<file path="src/rtl/slp_pkg.sv">
package slp_pkg;
  // Strobes from the control half to the datapath half
  typedef struct packed {
    logic sample;      // serial clock rose while selected
    logic shiftOut;    // serial clock fell while selected
    logic frameStart;  // select fell
    logic frameEnd;    // select rose
    logic selActive;   // select currently low (synchronised)
    logic dataBit;     // synchronised serial data
    logic muteReq;     // synchronised mute pin
  } slpStrobes_t;
endpackage

</file>
<file path="src/rtl/slp_ctrl.sv">
module slp_ctrl
  import slp_pkg::*;
#(
  parameter int SYNC_STAGES = 2
) (
  input  logic        clk,
  input  logic        rstN,
  input  logic        sclkIn,
  input  logic        sdataIn,
  input  logic        csN,
  input  logic        muteIn,
  output slpStrobes_t strobes
);
  localparam int NUM_IN = 4;
  // bit order inside the sync vector
  localparam int IDX_SCLK = 0;
  localparam int IDX_DATA = 1;
  localparam int IDX_CS   = 2;
  localparam int IDX_MUTE = 3;
  localparam logic [NUM_IN-1:0] RESET_VAL = NUM_IN'(1 << IDX_CS);

  logic [NUM_IN-1:0] rawIn;
  logic [NUM_IN-1:0] syncStage [SYNC_STAGES];
  logic [NUM_IN-1:0] synced;
  logic sclkPrev;
  logic csPrev;

  assign rawIn = {muteIn, csN, sdataIn, sclkIn};

  for (genvar s = 0; s < SYNC_STAGES; s++) begin : g_sync
    always_ff @(posedge clk or negedge rstN) begin
      if (!rstN) syncStage[s] <= RESET_VAL;
      else if (s == 0) syncStage[s] <= rawIn;
      else syncStage[s] <= syncStage[(s == 0) ? 0 : s-1];
    end
  end

  assign synced = syncStage[SYNC_STAGES-1];

  always_ff @(posedge clk or negedge rstN) begin
    if (!rstN) begin
      sclkPrev <= 1'b0;
      csPrev   <= 1'b1;
    end else begin
      sclkPrev <= synced[IDX_SCLK];
      csPrev   <= synced[IDX_CS];
    end
  end

  always_comb begin
    strobes.selActive  = ~synced[IDX_CS];
    strobes.sample     = synced[IDX_SCLK] & ~sclkPrev & ~synced[IDX_CS];
    strobes.shiftOut   = ~synced[IDX_SCLK] & sclkPrev & ~synced[IDX_CS];
    strobes.frameStart = ~synced[IDX_CS] & csPrev;
    strobes.frameEnd   = synced[IDX_CS] & ~csPrev;
    strobes.dataBit    = synced[IDX_DATA];
    strobes.muteReq    = synced[IDX_MUTE];
  end
endmodule

</file>
<file path="src/rtl/slp_datapath.sv">
module slp_datapath
  import slp_pkg::*;
#(
  parameter int CODE_W      = 8,
  parameter int GAIN_OFFSET = 192
) (
  input  logic                     clk,
  input  logic                     rstN,
  input  slpStrobes_t              strobes,
  output logic                     sdataOut,
  output logic [CODE_W-1:0]        rightCode,
  output logic [CODE_W-1:0]        leftCode,
  output logic                     rightMute,
  output logic                     leftMute,
  output logic signed [CODE_W:0]   rightGain,
  output logic signed [CODE_W:0]   leftGain
);
  localparam int WORD_W  = 2 * CODE_W;
  localparam int CNT_W   = $clog2(WORD_W + 1);
  localparam int GAIN_W  = CODE_W + 1;
  localparam int NUM_CH  = 2;

  logic [WORD_W-1:0] inShift;
  logic [WORD_W-1:0] readShift;
  logic [WORD_W-1:0] committed;  // {right, left}
  logic [CNT_W-1:0]  bitCount;
  logic              holdBit;
  logic              fullFrame;

  assign fullFrame = (bitCount == CNT_W'(WORD_W));

  // incoming word and saturating bit counter
  always_ff @(posedge clk or negedge rstN) begin
    if (!rstN) begin
      inShift  <= '0;
      bitCount <= '0;
      holdBit  <= 1'b0;
    end else if (strobes.frameStart) begin
      bitCount <= '0;
    end else if (strobes.sample) begin
      inShift <= {inShift[WORD_W-2:0], strobes.dataBit};
      holdBit <= strobes.dataBit;
      if (!fullFrame) bitCount <= bitCount + 1'b1;
    end
  end

  // committed codes, updated only at frame end with a full word
  always_ff @(posedge clk or negedge rstN) begin
    if (!rstN) committed <= '0;
    else if (strobes.frameEnd && fullFrame) committed <= inShift;
  end

  // readback copy: old word first, then the delayed input bits
  always_ff @(posedge clk or negedge rstN) begin
    if (!rstN) readShift <= '0;
    else if (strobes.frameStart) readShift <= committed;
    else if (strobes.shiftOut) readShift <= {readShift[WORD_W-2:0], holdBit};
  end

  assign sdataOut = strobes.selActive & readShift[WORD_W-1];

  // per-channel decode; channel 0 is right (upper byte), 1 is left
  logic [CODE_W-1:0]        chCode [NUM_CH];
  logic                     chMute [NUM_CH];
  logic signed [GAIN_W-1:0] chGain [NUM_CH];

  for (genvar c = 0; c < NUM_CH; c++) begin : g_chan
    assign chCode[c] = committed[WORD_W-1-c*CODE_W -: CODE_W];
    assign chMute[c] = strobes.muteReq | (chCode[c] == '0);
    assign chGain[c] = $signed(GAIN_W'(chCode[c])) - $signed(GAIN_W'(GAIN_OFFSET));
  end

  assign rightCode = chCode[0];
  assign leftCode  = chCode[1];
  assign rightMute = chMute[0];
  assign leftMute  = chMute[1];
  assign rightGain = chGain[0];
  assign leftGain  = chGain[1];
endmodule

</file>
<file path="src/rtl/stereo_level_port.sv">
module stereo_level_port
  import slp_pkg::*;
#(
  parameter int CODE_W      = 8,
  parameter int GAIN_OFFSET = 192,
  parameter int SYNC_STAGES = 2
) (
  input  logic                   clk,
  input  logic                   rstN,
  input  logic                   sclkIn,
  input  logic                   sdataIn,
  input  logic                   csN,
  input  logic                   muteIn,
  output logic                   sdataOut,
  output logic [CODE_W-1:0]      rightCode,
  output logic [CODE_W-1:0]      leftCode,
  output logic                   rightMute,
  output logic                   leftMute,
  output logic signed [CODE_W:0] rightGain,
  output logic signed [CODE_W:0] leftGain
);
  slpStrobes_t strobes;

  slp_ctrl #(.SYNC_STAGES(SYNC_STAGES)) u_ctrl (
    .clk(clk), .rstN(rstN), .sclkIn(sclkIn), .sdataIn(sdataIn),
    .csN(csN), .muteIn(muteIn), .strobes(strobes)
  );

  slp_datapath #(.CODE_W(CODE_W), .GAIN_OFFSET(GAIN_OFFSET)) u_dp (
    .clk(clk), .rstN(rstN), .strobes(strobes), .sdataOut(sdataOut),
    .rightCode(rightCode), .leftCode(leftCode),
    .rightMute(rightMute), .leftMute(leftMute),
    .rightGain(rightGain), .leftGain(leftGain)
  );
endmodule

</file>
<file path="config.mk">
export PLATFORM = sky130hd
export DESIGN_NAME = stereo_level_port
export DESIGN_NICKNAME = d
export VERILOG_FILES = /design/src/rtl/slp_pkg.sv /design/src/rtl/slp_ctrl.sv /design/src/rtl/slp_datapath.sv /design/src/rtl/stereo_level_port.sv
export SDC_FILE = /design/constraint.sdc
export NUM_CORES = 1
export LEC_CHECK = 0
export ABC_AREA = 1
export BUFFER_PORTS_ARGS = -buffer_cell sky130_fd_sc_hd__buf_2
export CAP_MARGIN = 10
export CORE_UTILIZATION = 36
export DETAILED_ROUTE_END_ITERATION = 7
export SYNTH_ARGS = -nofsm -noshare
export SYNTH_HDL_FRONTEND = slang
export SYNTH_SLANG_ARGS = --single-unit
</file>
<file path="constraint.sdc">
create_clock -name clk -period 3.6 [get_ports clk]
set_clock_uncertainty 0.05 [all_clocks]
set_input_delay 0.18 -clock clk [delete_from_list [all_inputs] [get_ports clk]]
set_output_delay 0.18 -clock clk [all_outputs]
set_load 0.005 [all_outputs]
</file>
==> results of run 1 <==
==> metal layers <==
layer	routed length, um	global-route usage (%)
met5	0	0
met4	130	8.87
met3	90	3.03
met2	2540	23.3
met1	2570	18.0
==> flip-flops by register name, summed over array words and instances (netlist names) <==
name / flops
u_dp.inShift: 16
u_ctrl.synced: 4
u_dp.bitCount: 5
u_ctrl.csPrev: 1
u_ctrl.syncStage: 4
u_dp.readShift: 16
u_dp.chCode: 16
u_ctrl.sclkPrev: 1
==> stage by stage <==
stage                     instance area, um^2  setup slack, ns  power (W)  utilization (%)  hold slack (ns)
after floorplan                          2830             2.31   0.000911                -           -0.166
after global placement                   2990             1.63   0.000943             40.3            0.238
after detailed placement                 2990             1.57   0.000947             40.3            0.237
after CTS                                3230             1.55    0.00156             43.6            0.307
after global routing                     3230             1.33    0.00162             43.6            0.311
final                                    3230             1.56    0.00153             43.6            0.306
==> worst max-delay path: cells and delay by family, from the launching register on <==
family,cells,cell delay [ns]
AND/OR/NAND/NOR,2,0.63
AO/OA/AOI/OAI,2,0.57
flip-flops,1,0.55
buffers and inverters,1,0.05
==> final timing paths <==
| kind | from | endpoint | cells after the start | slack [ns] |
|---|---|---|---|---|
| max | u_ctrl.synced[2]$_DFF_PN1_ | u_dp.readShift[3]$_DFFE_PN0P_ | 5 | 1.56 |
| min | u_ctrl.syncStage[5]$_DFF_PN0_ | u_ctrl.synced[1]$_DFF_PN0_ | 0 | 0.31 |
| max reg2reg | u_ctrl.synced[2]$_DFF_PN1_ | u_dp.readShift[3]$_DFFE_PN0P_ | 5 | 1.56 |
| min reg2reg | u_ctrl.syncStage[5]$_DFF_PN0_ | u_ctrl.synced[1]$_DFF_PN0_ | 0 | 0.31 |
| max in group asynchronous | rstN | u_ctrl.csPrev$_DFF_PN1_ | 3 | 2.16 |
| min in group asynchronous | rstN | u_dp.chCode[9]$_DFFE_PN0P_ | 2 | 0.43 |
==> power by group through the flow <==
stage	sequential [W]	combinational, W	clock [W]
final	0.000804	0.000134	0.000593
after detailed placement	0.000815	0.000132	0
after global routing	0.000811	0.000161	0.000649
after global placement	0.000815	0.000128	0
after CTS	0.000803	0.000137	0.000616
after floorplan	0.000796	0.000115	0
==> placed cells by master (no fill, tap or decap), drive strengths merged <==
master	n
buf	43
nor2	4
nand4	4
inv	58
nand2	79
o21ai	72
bufinv	1
xor2	1
dfstp	3
ha	6
clkinv	3
clkbuf	12
dlygate4sd3	5
dfrtp	60
nand3	9
==> layout make-up <==
| class | count | share of cell area [%] |
|---|---|---|
| Inverter | 58 | 6.74 |
| Timing Repair Buffer | 48 | 8.29 |
| Tap cell | 99 | 3.84 |
| Sequential cell | 63 | 48.9 |
| Clock inverter | 4 | 1.39 |
| Multi-Input combinational cell | 175 | 26.3 |
| Clock buffer | 12 | 4.49 |
==> logic make-up (layout without fill, tap and decap cells) <==
family | count (synthesis) | after routing
XOR/XNOR | 1 | 1
adder cells (fa/ha/maj) | 6 | 6
buffers and inverters | 84 | 122
AND/OR/NAND/NOR | 96 | 96
AO/OA/AOI/OAI | 72 | 72
flip-flops | 63 | 63
==> repair_timing <==
action,4_1_cts,5_1_grt
hold buffers,5,0
buffers inserted,0,0
endpoints found under the hold margin,39,0
endpoints found under the setup margin,0,0
==> metrics.txt, run 1 <==
DIE AREA 8210 um^2; TNS Setup 0 ns; final setup vio count 0; initial drt markers 108; main combinational cell family by area after synthesis simple AND/OR/NAND/NOR gates; Clk pwr share 38.7%; RSZ-0062 raised after global routing no; Mapped Area 2830 um^2; worst hold path class reg2reg; Mapped Cells 322; slowest stage delay, CP 0.55 ns; CTS tree yes; compound-gate portion of the synthesized area 12.9%; Critical Path AT 2.15 ns; H-tree Lvls 3; NetSw 0.000387 W; critical path class reg2reg; CTS Buffer Depth 2; Final period util 56.5%; Num Clock Sinks 63; VDD IR-drop max 0.183 mV; vias 2054; Distinct cells, synth 20; Core Area 7410 um^2; mux share of post-synthesis cell area 0%; Worst-path clk slew 0.07 ns; sequential power share 52.5%; global route overflow 0; Yosys reg bits 63; Routed WL 5330 um; adder-cell share of the synthesized area 2.66%; dpl hpwl 3570 um; I/O Pins 43; largest cells by area after synthesis dfrtp_1 (53%), nand2_1 (10%), inv_1 (7.6%); Yosys warning total 0; placed cells 438; CTS buffer count 9; Synth Net Count 334; Critical Path, Cell by Cell inv_2 > nand2_2 > o21ai_2 > nand2_1 > o21ai_0; Setup crit end kind register; Leakage 1.53 nW; fin. max-slew vios 0; Power Density 474 nW/um^2; Slew headroom 28.3%; Layout Nets 367; post-synthesis simple-gate area fraction 14.2%; Fmax 491 MHz; fin crit period 2.04 ns; Yosys top cell area share 53.1%; Initial DRT Pass Iterations 4; Post-Syn Area per Cell 8.78 um^2; Initial Utilization 38.2%; Root Driver clkbuf_8; Post-Synth XOR/XNOR Area 0.310%; wire per inst 11.6 um; die height 90.6 um; most frequent cells after synthesis nand2_1 (77), dfrtp_1 (60), inv_1 (57); dominant cell type by area after synthesis dfrtp_1; Storage cell area 1580 um^2; asr flop ratio synth 100%; Area Overhead vs Synth 14.3%; CP max FO 40; largest net degree at the start of global routing 41; share of cells above drive strength 1 18.6%; Post-synth top flop dfrtp_1; first-pass GRT wire length 9220 um; final cell count without fillers 459; post-cts sizing count 0; clk_lat worst skew 0.33 ns; # rows 31; most numerous cell in the Yosys netlist nand2_1; Port Buffers 42; Pint 0.00114 W; status complete, no violations; EDFF count, synth 0; RD Place Congestion 0.751; drt drc 0; Worst-Margin Slew 1.07 ns; All-Layer GR Usage 14.6%; Critical Path RT 3.72 ns; switching share of total power 25.3%; number of global-route vias before repair 1911; Max-cap violations 0; multi-input combinational cell area 850 um^2; Vias per Instance 4.47; initial antenna violation count 0; register area share after synthesis 55.9%; fill count 710; Final ANT Viol Nets 0; CP Launch Type register; ant diodes 0; chip width 90.6 um; Final Hold Violating Endpoints 0; Comb pwr share 8.8%; slowest library cell on the worst path dfstp_2
Note: power is estimated with default switching activity, not from simulation.
==> run 2: changes to the inputs <==
==> constraint.sdc (replaced) <==
create_clock -name clk -period 1.9 [get_ports clk]
set_clock_uncertainty 0.05 [all_clocks]
set_input_delay 0.095 -clock clk [delete_from_list [all_inputs] [get_ports clk]]
set_output_delay 0.095 -clock clk [all_outputs]
set_load 0.005 [all_outputs]
==> metrics.txt, run 2 (synthesized netlist as in run 1, its figures left out) <==
Initial Utilization 38.2%; Setup crit start u_dp.chCode[6]$_DFFE_PN0P_; Power Density 892 nW/um^2; setup slack, reg-to-reg 0.42 ns; CTS buffer count 9; worst r2r path cells 4; Finished Cell Area 3310 um^2; fin crit period 1.64 ns; Leakage 1.55 nW; Root Driver clkbuf_8; first-pass GRT wire length 9410 um; clk_lat worst skew 0.34 ns; Max-cap violations 0; TNS Setup 0 ns; worst hold path class in2async; CP max FO 4; DIE AREA 8210 um^2; vias 2061; drt drc 0; Critical Path RT 1.75 ns; Routed WL 5450 um; placed cells 442; VDD IR-drop max 0.408 mV; CP Launch Type register; number of global-route vias before repair 1954; # rows 31; I/O Pins 43; initial antenna violation count 0; Layout Nets 371; WHS 0.267 ns; RSZ-0062 raised after global routing no; ant diodes 0; Worst-path clk slew 0.07 ns; Fmax 611 MHz; Setup crit end kind output pin; final cell count without fillers 463; Crit Reg-Reg Endpoint u_dp.readShift[6]$_DFFE_PN0P_; RD Place Congestion 0.758; Vias per Instance 4.45; Worst-Margin Slew 0.699 ns; Critical Path AT 1.49 ns; reg-to-reg startpoint u_ctrl.synced[2]$_DFF_PN1_; Initial DRT Pass Iterations 4; CTS Buffer Depth 2; chip width 90.6 um; Area Overhead vs Synth 17.0%; Slew headroom 53.2%; Port Buffers 42; Post-CTS Setup Inserts 0; dpl hpwl 3720 um; share of cells above drive strength 1 19.8%; CTS tree yes; H-tree Lvls 3; Num Clock Sinks 63; final setup vio count 0; Final Hold Violating Endpoints 0; global route overflow 0; most common cell after layout, fill and taps aside nand2_1; Core Area 7410 um^2; status complete, no violations; largest net degree at the start of global routing 33; post-layout util 44.6%; die height 90.6 um; initial drt markers 67; wire per inst 11.8 um; dpl cell area 3040 um^2; critical path class reg2out; All-Layer GR Usage 14.8%; fin. max-slew vios 0; fill count 711; commonest non-fill, non-tap cells in the layout nand2_1 (77), dfrtp_1 (60), inv_1 (57); Final ANT Viol Nets 0; Final period util 86.1%
run 2: cell count changes in the layout (fill, tap and decap cells not counted):
cell | before | now
o21ai_2 | 1 | 0
buf_12 | 0 | 2
nor2_2 | 1 | 0
clkinv_2 | 3 | 1
clkinvlp_4 | 0 | 3
clkbuf_1 | 2 | 1
buf_4 | 1 | 3
o21ai_4 | 0 | 1
nor2_4 | 1 | 2
run 2: how the worst max path moves through the flow:
stage                                     to  slack [ns]  depth (start not counted)
2_1_floorplan     u_dp.chCode[4]$_DFFE_PN0P_        0.61                          8
3_3_place_gp   u_dp.readShift[7]$_DFFE_PN0P_        0.17                          4
3_5_place_dp     u_dp.inShift[1]$_DFFE_PN0P_        0.10                          4
4_1_cts        u_dp.readShift[6]$_DFFE_PN0P_        0.08                          4
5_1_grt                             leftMute        0.17                          5
6_report                            leftMute        0.26                          5
run 2: repair_timing:
| item | in CTS | in global routing |
|---|---|---|
| hold endpoints to repair | 25 | 0 |
| hold buffers | 5 | 0 |
| gates resized for setup | 0 | 2 |
| setup endpoints to repair | 0 | 32 |
run 2: stage by stage:
stage	power, W	setup slack (ns)
3_3_place_gp	0.00179	0.165
5_1_grt	0.00312	0.165
6_report	0.00295	0.263
3_5_place_dp	0.00180	0.101
4_1_cts	0.00299	0.0768
2_1_floorplan	0.00173	0.615
run 2: layer usage:
metal / global-route usage [%] / vias to the layer above / share of wire, %
li1: - / 1059 / -
met2: 21.8 / 20 / 45
met3: 3.87 / 7 / 2.3
met5: 0 / - / 0
met1: 19.6 / 975 / 50
met4: 8.47 / 0 / 2.1
run 2: power by group:
group | total [W] | internal, W | switching, W
logic | 0.000263 | 0.000106 | 0.000157
clock network | 0.00116 | 0.000639 | 0.000522
registers | 0.00152 | 0.00143 | 0.0000894
run 2: layout make-up:
cell class                 instances  area [um^2]  share of cell area [%]
clock buffer                      11          141                    4.28
clock inverter                     5         57.6                    1.74
inverter                          58          218                    6.59
multi-input combinational        175          862                    26.1
sequential                        63         1580                    47.8
tap                               99          124                    3.75
timing repair buffer              52          323                    9.77
run 2: worst max-delay path, cell delays in order (launching register included):
cell and delay, ns:
dfrtp_1 0.42, inv_1 0.14, ha_1 0.17, nand3_1 0.09, o21ai_0 0.19, buf_2 0.14
